### src/rtl/byte_alu_pkg.sv
package byte_alu_pkg;
  localparam logic [1:0] GRP_REG_ALU = 2'b01;

  typedef enum logic [3:0] {
    OP_AND   = 4'b0100,
    OP_ADD   = 4'b0101,
    OP_DEC   = 4'b0110,
    OP_DECSZ = 4'b0111,
    OP_SUB   = 4'b1010,
    OP_XOR   = 4'b1011,
    OP_IOR   = 4'b1111
  } alu_op_e;

  typedef struct packed {
    logic legal;
    logic wr_z;
    logic wr_cdc;
    logic skip_op;
  } alu_ctl_t;
endpackage

### src/rtl/byte_alu_regfile.sv
module byte_alu_regfile #(
  parameter int DW = 8,
  parameter int AW = 7
) (
  input  logic          clk_i,
  input  logic          rst_ni,
  input  logic          core_we_i,
  input  logic [AW-1:0] core_waddr_i,
  input  logic [DW-1:0] core_wdata_i,
  input  logic          ext_we_i,
  input  logic [AW-1:0] ext_waddr_i,
  input  logic [DW-1:0] ext_wdata_i,
  input  logic [AW-1:0] raddr_a_i,
  output logic [DW-1:0] rdata_a_o,
  input  logic [AW-1:0] raddr_b_i,
  output logic [DW-1:0] rdata_b_o
);
  localparam int DEPTH = 1 << AW;

  logic [DW-1:0] mem_q [DEPTH];

  for (genvar g = 0; g < DEPTH; g++) begin : g_entry
    logic hit_core, hit_ext;
    assign hit_core = core_we_i && (core_waddr_i == AW'(g));
    assign hit_ext  = ext_we_i  && (ext_waddr_i  == AW'(g));
    always_ff @(posedge clk_i or negedge rst_ni) begin
      if (!rst_ni)       mem_q[g] <= '0;
      else if (hit_core) mem_q[g] <= core_wdata_i;
      else if (hit_ext)  mem_q[g] <= ext_wdata_i;
    end
  end

  assign rdata_a_o = mem_q[raddr_a_i];
  assign rdata_b_o = mem_q[raddr_b_i];
endmodule

### src/rtl/byte_alu_core.sv
module byte_alu_core
  import byte_alu_pkg::*;
#(
  parameter int DW = 8
) (
  input  logic [1:0]    grp_i,
  input  logic [3:0]    op_i,
  input  logic [DW-1:0] reg_i,
  input  logic [DW-1:0] acc_i,
  output logic [DW-1:0] res_o,
  output logic          c_o,
  output logic          dc_o,
  output logic          z_o,
  output alu_ctl_t      ctl_o
);
  localparam int HW = DW / 2;

  logic [DW:0] add_full, sub_full, dec_full;
  logic [HW:0] add_lo, sub_lo;

  // subtraction as reg + ~acc + 1: carry out means no borrow
  assign add_full = {1'b0, reg_i} + {1'b0, acc_i};
  assign sub_full = {1'b0, reg_i} + {1'b0, ~acc_i} + {{DW{1'b0}}, 1'b1};
  assign dec_full = {1'b0, reg_i} - {{DW{1'b0}}, 1'b1};
  assign add_lo   = {1'b0, reg_i[HW-1:0]} + {1'b0, acc_i[HW-1:0]};
  assign sub_lo   = {1'b0, reg_i[HW-1:0]} + {1'b0, ~acc_i[HW-1:0]} + {{HW{1'b0}}, 1'b1};

  always_comb begin
    res_o = '0;
    c_o   = 1'b0;
    dc_o  = 1'b0;
    ctl_o = '0;
    if (grp_i == GRP_REG_ALU) begin
      unique case (op_i)
        OP_ADD: begin
          res_o = add_full[DW-1:0];
          c_o   = add_full[DW];
          dc_o  = add_lo[HW];
          ctl_o = '{legal: 1'b1, wr_z: 1'b1, wr_cdc: 1'b1, skip_op: 1'b0};
        end
        OP_SUB: begin
          res_o = sub_full[DW-1:0];
          c_o   = sub_full[DW];
          dc_o  = sub_lo[HW];
          ctl_o = '{legal: 1'b1, wr_z: 1'b1, wr_cdc: 1'b1, skip_op: 1'b0};
        end
        OP_DEC: begin
          res_o = dec_full[DW-1:0];
          ctl_o = '{legal: 1'b1, wr_z: 1'b1, wr_cdc: 1'b0, skip_op: 1'b0};
        end
        OP_DECSZ: begin
          res_o = dec_full[DW-1:0];
          ctl_o = '{legal: 1'b1, wr_z: 1'b0, wr_cdc: 1'b0, skip_op: 1'b1};
        end
        OP_AND: begin
          res_o = reg_i & acc_i;
          ctl_o = '{legal: 1'b1, wr_z: 1'b1, wr_cdc: 1'b0, skip_op: 1'b0};
        end
        OP_XOR: begin
          res_o = reg_i ^ acc_i;
          ctl_o = '{legal: 1'b1, wr_z: 1'b1, wr_cdc: 1'b0, skip_op: 1'b0};
        end
        OP_IOR: begin
          res_o = reg_i | acc_i;
          ctl_o = '{legal: 1'b1, wr_z: 1'b1, wr_cdc: 1'b0, skip_op: 1'b0};
        end
        default: ctl_o = '0;
      endcase
    end
  end

  assign z_o = (res_o == '0);
endmodule

### src/rtl/byte_alu_exec.sv
module byte_alu_exec
  import byte_alu_pkg::*;
#(
  parameter int DW = 8,
  parameter int AW = 7,
  localparam int IW = 2 + 4 + 1 + AW
) (
  input  logic          clk_i,
  input  logic          rst_ni,
  input  logic          valid_i,
  input  logic [IW-1:0] instr_i,
  output logic          ready_o,
  input  logic          reg_we_i,
  input  logic [AW-1:0] reg_waddr_i,
  input  logic [DW-1:0] reg_wdata_i,
  input  logic          acc_we_i,
  input  logic [DW-1:0] acc_wdata_i,
  input  logic [AW-1:0] rd_addr_i,
  output logic [DW-1:0] rd_data_o,
  output logic [DW-1:0] acc_o,
  output logic          flag_z_o,
  output logic          flag_c_o,
  output logic          flag_dc_o,
  output logic          skip_o,
  output logic          illegal_o
);
  localparam int D_BIT = AW;
  localparam int OP_LO = AW + 1;

  logic [1:0]    grp;
  logic [3:0]    op;
  logic          dst_reg;
  logic [AW-1:0] raddr;
  logic [DW-1:0] reg_val, res;
  logic          res_c, res_dc, res_z;
  alu_ctl_t      ctl;
  logic          accept, exec, reg_wb;

  logic [DW-1:0] acc_q;
  logic          z_q, c_q, dc_q, stall_q, illegal_q;

  assign grp     = instr_i[IW-1 -: 2];
  assign op      = instr_i[OP_LO +: 4];
  assign dst_reg = instr_i[D_BIT];
  assign raddr   = instr_i[AW-1:0];

  assign ready_o = !stall_q;
  assign accept  = valid_i && ready_o;
  assign exec    = accept && ctl.legal;
  assign reg_wb  = exec && dst_reg;

  byte_alu_regfile #(.DW(DW), .AW(AW)) u_rf (
    .clk_i        (clk_i),
    .rst_ni       (rst_ni),
    .core_we_i    (reg_wb),
    .core_waddr_i (raddr),
    .core_wdata_i (res),
    .ext_we_i     (reg_we_i),
    .ext_waddr_i  (reg_waddr_i),
    .ext_wdata_i  (reg_wdata_i),
    .raddr_a_i    (raddr),
    .rdata_a_o    (reg_val),
    .raddr_b_i    (rd_addr_i),
    .rdata_b_o    (rd_data_o)
  );

  byte_alu_core #(.DW(DW)) u_core (
    .grp_i (grp),
    .op_i  (op),
    .reg_i (reg_val),
    .acc_i (acc_q),
    .res_o (res),
    .c_o   (res_c),
    .dc_o  (res_dc),
    .z_o   (res_z),
    .ctl_o (ctl)
  );

  always_ff @(posedge clk_i or negedge rst_ni) begin
    if (!rst_ni) begin
      acc_q     <= '0;
      z_q       <= 1'b0;
      c_q       <= 1'b0;
      dc_q      <= 1'b0;
      stall_q   <= 1'b0;
      illegal_q <= 1'b0;
    end else begin
      illegal_q <= accept && !ctl.legal;
      stall_q   <= exec && ctl.skip_op && res_z;
      if (exec && !dst_reg) acc_q <= res;
      else if (acc_we_i)    acc_q <= acc_wdata_i;
      if (exec && ctl.wr_z) z_q <= res_z;
      if (exec && ctl.wr_cdc) begin
        c_q  <= res_c;
        dc_q <= res_dc;
      end
    end
  end

  assign acc_o     = acc_q;
  assign flag_z_o  = z_q;
  assign flag_c_o  = c_q;
  assign flag_dc_o = dc_q;
  assign skip_o    = stall_q;
  assign illegal_o = illegal_q;
endmodule

### config.mk
export PLATFORM = sky130hd
export DESIGN_NAME = byte_alu_exec
export DESIGN_NICKNAME = d
export VERILOG_FILES = /design/src/rtl/byte_alu_pkg.sv /design/src/rtl/byte_alu_regfile.sv /design/src/rtl/byte_alu_core.sv /design/src/rtl/byte_alu_exec.sv
export SDC_FILE = /design/constraint.sdc
export NUM_CORES = 2
export LEC_CHECK = 0
export BUFFER_PORTS_ARGS = -buffer_cell sky130_fd_sc_hd__buf_4
export CAP_MARGIN = 25
export CORE_ASPECT_RATIO = 0.6
export CORE_MARGIN = 4
export CORE_UTILIZATION = 50
export CTS_BUF_LIST = sky130_fd_sc_hd__clkbuf_16
export DETAILED_ROUTE_END_ITERATION = 16
export GPL_ROUTABILITY_DRIVEN = 1
export MAX_ROUTING_LAYER = met4
export PLACE_DENSITY_LB_ADDON = 0.05
export SKIP_CTS_REPAIR_TIMING = 1
export SLEW_MARGIN = 30
export SYNTH_ARGS = -nofsm -noshare
export SYNTH_HDL_FRONTEND = slang
export SYNTH_HIERARCHICAL = 1
export SYNTH_SLANG_ARGS = --single-unit
### constraint.sdc
create_clock -name clk_i -period 6.5 [get_ports clk_i]
set_clock_uncertainty 0.05 [all_clocks]
set_input_delay 1.3 -clock clk_i [delete_from_list [all_inputs] [get_ports clk_i]]
set_output_delay 1.3 -clock clk_i [all_outputs]
set_load 0.005 [all_outputs]
* Yosys cells after proc, flatten, opt, wreduce, memory -nomap -nowiden *
Cells that the tools add are included.

storage, ports and cells
  register bits after elaboration = 1037
  input bits = 49
  output and inout bits = 22
  logic and storage cells = 1087

cells by class
  reductions and logical operators = 403
  add/subtract/negate cells = 7
  equality and inequality tests = 262
  multiplexer cells = 272
  $lt $le $gt $ge = 2
  bitwise logic cells = 7

operators by type and width
  operator               count
  $mux W8                263
  $eq A7 B7 Y1 const B   128
  $eq A7 B6 Y1 const B   64
  $logic_and A1 B1 Y1    265
  $reduce_bool A2 Y1     129
  $eq A7 B5 Y1 const B   32
  $bmux W8 S7            2
  $eq A7 B4 Y1 const B   16
  $eq A7 B3 Y1 const B   8
  $pmux W8 S6            1
  $eq A7 B2 Y1 const B   4
  $add A8 B8 Y9          2
  $eq A4 B3 Y1 const B   4
  $ge A8 B8 Y1 const B   2
  $not A7 Y8             2
  $eq A7 B1 Y1 const B   2
  $logic_not A7 Y1       2
  $eq A4 B4 Y1 const B   3
  $pmux W4 S3            1
  $add A4 B4 Y5          2
  $add A9 B1 Y9 const B  1
  $and A8 B8 Y8          1
  $logic_not A8 Y1       1
  $not A8 Y8             1
  other kinds (12)       17

* Depth between registers and ports, before layout *
  word-level depth = 10
  gate-level depth with buffers = 19
  mapped depth without buffers = 14

* By module *
The synthesis kept the hierarchy.

by module, submodules not included
  module            area an instance (um2)  cells an instance  sequential area each (um2)  times used
  byte_alu_regfile  64574.4                 5692               25624.6                     1
  byte_alu_core     1569.0                  220                0.0                         1
  byte_alu_exec     654.4                   42                 325.3                       1

* Worst setup path after synthesis *
Ideal clock, no wire load.

  path kind = input-to-reg
  from = input instr_i[0]
  to = register u_rf/mem_q[102] (netlist name)
  path slack = 0.318 ns
  arrival time = 6.054 ns
  path buffers = 4
  library setup time = 0.077 ns
  cell stages on the path = 17
  data required time = 6.373 ns
  cell sequence = clkbuf_1 > buf_1 > mux4_2 > mux4_2 > mux4_2 > mux2_2 > ha_1 > fa_1 > a211oi_1 > o21bai_1 > o31ai_1 > o2bb2ai_1 > a31oi_1 > clkbuf_1 > buf_1 > nor2_1 > a21oi_1

between the ends
  longest elaborated chain between the ends = 9
  elaborated cells between the ends (all ways) = 17
  those cells by class = 4 x add/sub; 1 x eq/ne; 6 x mux; 4 x bitwise; 2 x reduce/logical

ends and longest elaborated chain
  what                                             line                    text
  start, declared                                  byte_alu_exec.sv:11     input logic [IW-1:0] instr_i,
  $not A7 Y8 (implied by the code) (*)             byte_alu_regfile.sv:33  assign rdata_a_o = mem_q[raddr_a_i];
  $bmux W8 S7 (*)                                  byte_alu_regfile.sv:33
  $mux W8 (implied by the code) (*) (2 in series)  byte_alu_regfile.sv:33
  net reg_val[0]                                   byte_alu_exec.sv:34     logic [DW-1:0] reg_val, res;
  $add A8 B8 Y9                                    byte_alu_core.sv:23     assign sub_full = {1'b0, reg_i} + {1'b0, ~acc_i} + {{DW{1'b0}}, 1'b1};
  $add A9 B1 Y9                                    byte_alu_core.sv:23
  $pmux W8 S6 (*)                                  byte_alu_core.sv:34     unique case (op_i)
  $mux W8 (*)                                      byte_alu_core.sv:33     if (grp_i == GRP_REG_ALU) begin
  net res[6]                                       byte_alu_exec.sv:34
  $mux W8 (*)                                      byte_alu_regfile.sv:28  else if (hit_core) mem_q[g] <= core_wdata_i;
  end signal, assigned by index                    byte_alu_regfile.sv:28
  end signal, assigned by index                    byte_alu_regfile.sv:29  else if (hit_ext) mem_q[g] <= ext_wdata_i;
  end, declared                                    byte_alu_regfile.sv:20  logic [DW-1:0] mem_q [DEPTH];

The timed path passes the listed nets; every way through them passes the cells marked *. The select of a mux whose other input is x is not followed.
A chain may end at the register's enable or synchronous reset.

* Worst setup path after layout *
  from = input instr_i[0]
  to = register u_rf/mem_q[757] (netlist name)

The elaborated chain is that of the path after synthesis.

==> flow_summary.json <==
{
  "outcome": "completed",
  "postRouteAntennaNets": 0,
  "drtPass1Iterations": 6,
  "worst_pin_slew_ns": 1.06,
  "cp.arrival_ns": 6.67,
  "placementRows": 103,
  "fillerInstances": 11063,
  "critPathCaptureType": "flop",
  "die_h_um": 291,
  "clk_pin_slew_ns": 0.07,
  "fp.dieArea_um2": 140000,
  "critPathMaxStageDelay_ns": 0.68,
  "ys.warnings.count": 6,
  "fin_nets": 5959,
  "avgSynthCellArea_um2": 11.2,
  "grt_overflow": 0,
  "vias_per_cell": 6.84,
  "hp-class": "reg2reg",
  "port_buffers": 70,
  "drv_slew": 0,
  "setup_viol": 0,
  "path_class": "in2reg",
  "grt_max_degree": 153,
  "cts_max_level": 3,
  "hpwl_um": 182000,
  "tritoncts": "done",
  "cts_root_buf": "clkbuf_16",
  "synth_nets": 6030,
  "grt_usage": 0.391,
  "syn2layout_area_growth_pct": 12.3,
  "drt_iter0_drc": 8022,
  "holdWs_ns": 0.472,
  "synth_area_um2": 66800,
  "cp_max_fo": 25,
  "cp_slowest_cell": "or4_1",
  "yosysTopAreaCellShare": 0.388,
  "wl_per_cell_um": 34.2,
  "required_ns": 7.08,
  "cts_buffers": 105,
  "ys_types": 67,
  "rsz0062_at_grt": "false",
  "fin_crit_sh": 0.937,
  "power_density_nw_per_um2": 232,
  "multi_input_area_um2": 38800,
  "crit_chain": "buf_8 -> buf_12 -> buf_4 -> mux4_2 -> mux4_2 -> mux4_2 -> mux2_2 -> or4_1 -> or3_1 -> a21oi_1 -> nor4_1 -> buf_4 -> a31oi_4 -> buf_12 -> buf_12 -> nor2_1 -> a21oi_1",
  "start_util": 0.506,
  "worstSkewPairLatency_ns": 0.74,
  "synth_area_leader_cell": "dfrtp_1",
  "finalCriticalPeriod_ns": 6.09,
  "synth_seq_area_share": 0.388,
  "io_pins": 71,
  "routed_wl_um": 266000,
  "drive_above_1_share": 0.239,
  "gp_congestion": 0.999,
  "synth-main-ff-cell": "dfrtp_1",
  "post-route-util": 0.568,
  "vias": 53214,
  "drc_errors": 0,
  "hold_viol_final": 0,
  "clock_path_buffers": 3,
  "worstRegToRegCells": 14,
  "startpoint": "instr_i[0]",
  "timing.fmax_ghz": 0.164,
  "post-place-ws_ns": -0.167,
  "regToRegStartpoint": "u_rf/mem_q[323]",
  "relSlewSlack": 0.290,
  "worstHoldStart": "flag_dc_o",
  "synth_edf_count": 0,
  "drv_cap": 0,
  "hold_depth": 1,
  "seq_area_um2": 25900,
  "max-vdd-ir-drop_v": 0.000247,
  "grt_pass1_wl_um": 383000,
  "die_width_um": 480,
  "coreArea_um2": 132000,
  "start_kind": "input pin",
  "p_leak_uw": 0.0324,
  "yosys-top-cells-area": "dfrtp_1 (39%), mux4_2 (23%), mux2i_1 (15%), o21ai_0 (4.9%), nand2_1 (3.7%)",
  "final.setup.worst_slack_ns": 0.412,
  "syn_inst": 5954,
  "ys_ff_latch": 1037,
  "cts_sinks": 1037,
  "antenna_found_initial": 37,
  "first_global_vias": 49275,
  "synthArstFlopShare": 1.00
}
final timing paths:
check / endpoint / slack (ns)
setup / recovery: u_rf/mem_q[757] / 0.41
hold / removal: flag_dc_o / 0.47
setup reg to reg: u_rf/mem_q[757] / 1.29
hold reg to reg: flag_dc_o / 0.47
max in group asynchronous: u_rf/mem_q[26] / 4.27
min in group asynchronous: u_rf/mem_q[670] / 0.57
per-stage QoR:
step	TNS [ns]	instances	power [uW]	area (um^2)
detailed placement	-11.15	7557	11000	71200
CTS	0	7750	17300	74700
global route	0	7779	17900	75000
finish	0	7785	17400	75000
global placement	-19.29	7553	10900	71000
floorplan	0	5954	9390	66800
placed cells by master (no fill, tap or decap), types with 4 or more instances in the layout:
cell type and instances:
nor3b_1 8, o21bai_1 5, nor3_1 69, nor2b_1 9
a21oi_1 400, and3b_1 9, mux4_2 672, or4_1 6
clkinv_2 26, clkbuf_16 107, and3_1 4, buf_12 78
inv_1 43, buf_4 328, mux2_4 8, a31oi_1 5
or3_1 8, bufinv_16 14, nand2_1 658, nor3_4 39
mux2_2 22, clkinv_1 16, xnor2_1 5, nor2_1 397
or3b_2 8, nand3b_1 11, o21ai_0 652, buf_8 9
nor3_2 59, diode_2 31, nand3_1 97, dfrtp_1 1037
buf_6 10, mux2_1 8, ha_1 25, mux2i_1 1029
routing by layer:
layer	up-vias	routed length, um	GRT usage
li1	22087	-	-
met1	27270	112000	0.575
met2	3432	105000	0.491
met3	425	40600	0.159
met4	0	7790	0.108
met5	-	0	-
where the power goes:
| group | internal (uW) | leakage [uW] | switching (uW) |
|---|---|---|---|
| logic | 1510 | 0.0165 | 1910 |
| registers | 7020 | 0.0141 | 542 |
| clock network | 3540 | 0.00179 | 2870 |
final cells by class:
cell class | count | area share
antenna | 31 | 0.00103
timing repair buffer | 428 | 0.0581
tap | 1785 | 0.0298
sequential | 1037 | 0.346
clock buffer | 107 | 0.0357
multi-input combinational | 4288 | 0.518
inverter | 23 | 0.00115
clock inverter | 86 | 0.0105
state kept, by name, summed over array words and instances (netlist names):
| register | cells |
|---|---|
| flag_c_o | 1 |
| u_rf/mem_q | 1024 |
| acc_o | 8 |
| flag_dc_o | 1 |
| illegal_o | 1 |
| flag_z_o | 1 |
| skip_o | 1 |
critical path, delay by kind of cell:
kind	cells	cell delay, ns
muxes	4	2.13
buffers and inverters	6	1.29
and+or+nand+nor	4	1.19
AOI/OAI and AO/OA	3	0.66
cells by family (layout without fill, tap and decap cells):
group	Yosys count	in the layout	share of synthesized area
compound gates	1097	1097	0.0842
xor+xnor	5	5	0.000656
fa+ha+maj	27	27	0.00528
buf+inv	629	644	0.0372
flops	1037	1037	0.388
mux	1739	1739	0.388
other cells	0	31	0
simple gates	1420	1420	0.0965
cells in the mapped netlist, drive strengths merged (5+ instances only):
| cell | number |
|---|---|
| mux4 | 672 |
| nor2 | 399 |
| and3 | 5 |
| dfrtp | 1037 |
| or3 | 8 |
| buf | 110 |
| ha | 25 |
| and3b | 11 |
| a21oi | 401 |
| nand3 | 100 |
| mux2i | 1029 |
| a31oi | 8 |
| o21bai | 5 |
| nor2b | 11 |
| nor3b | 11 |
| nor3 | 167 |
| mux2 | 38 |
| or3b | 8 |
| nand3b | 11 |
| inv | 23 |
| o21ai | 655 |
| or4 | 6 |
| nand2b | 6 |
| xnor2 | 5 |
| clkbuf | 496 |
| nand2 | 660 |
Note: power is estimated with default switching activity, not from simulation.
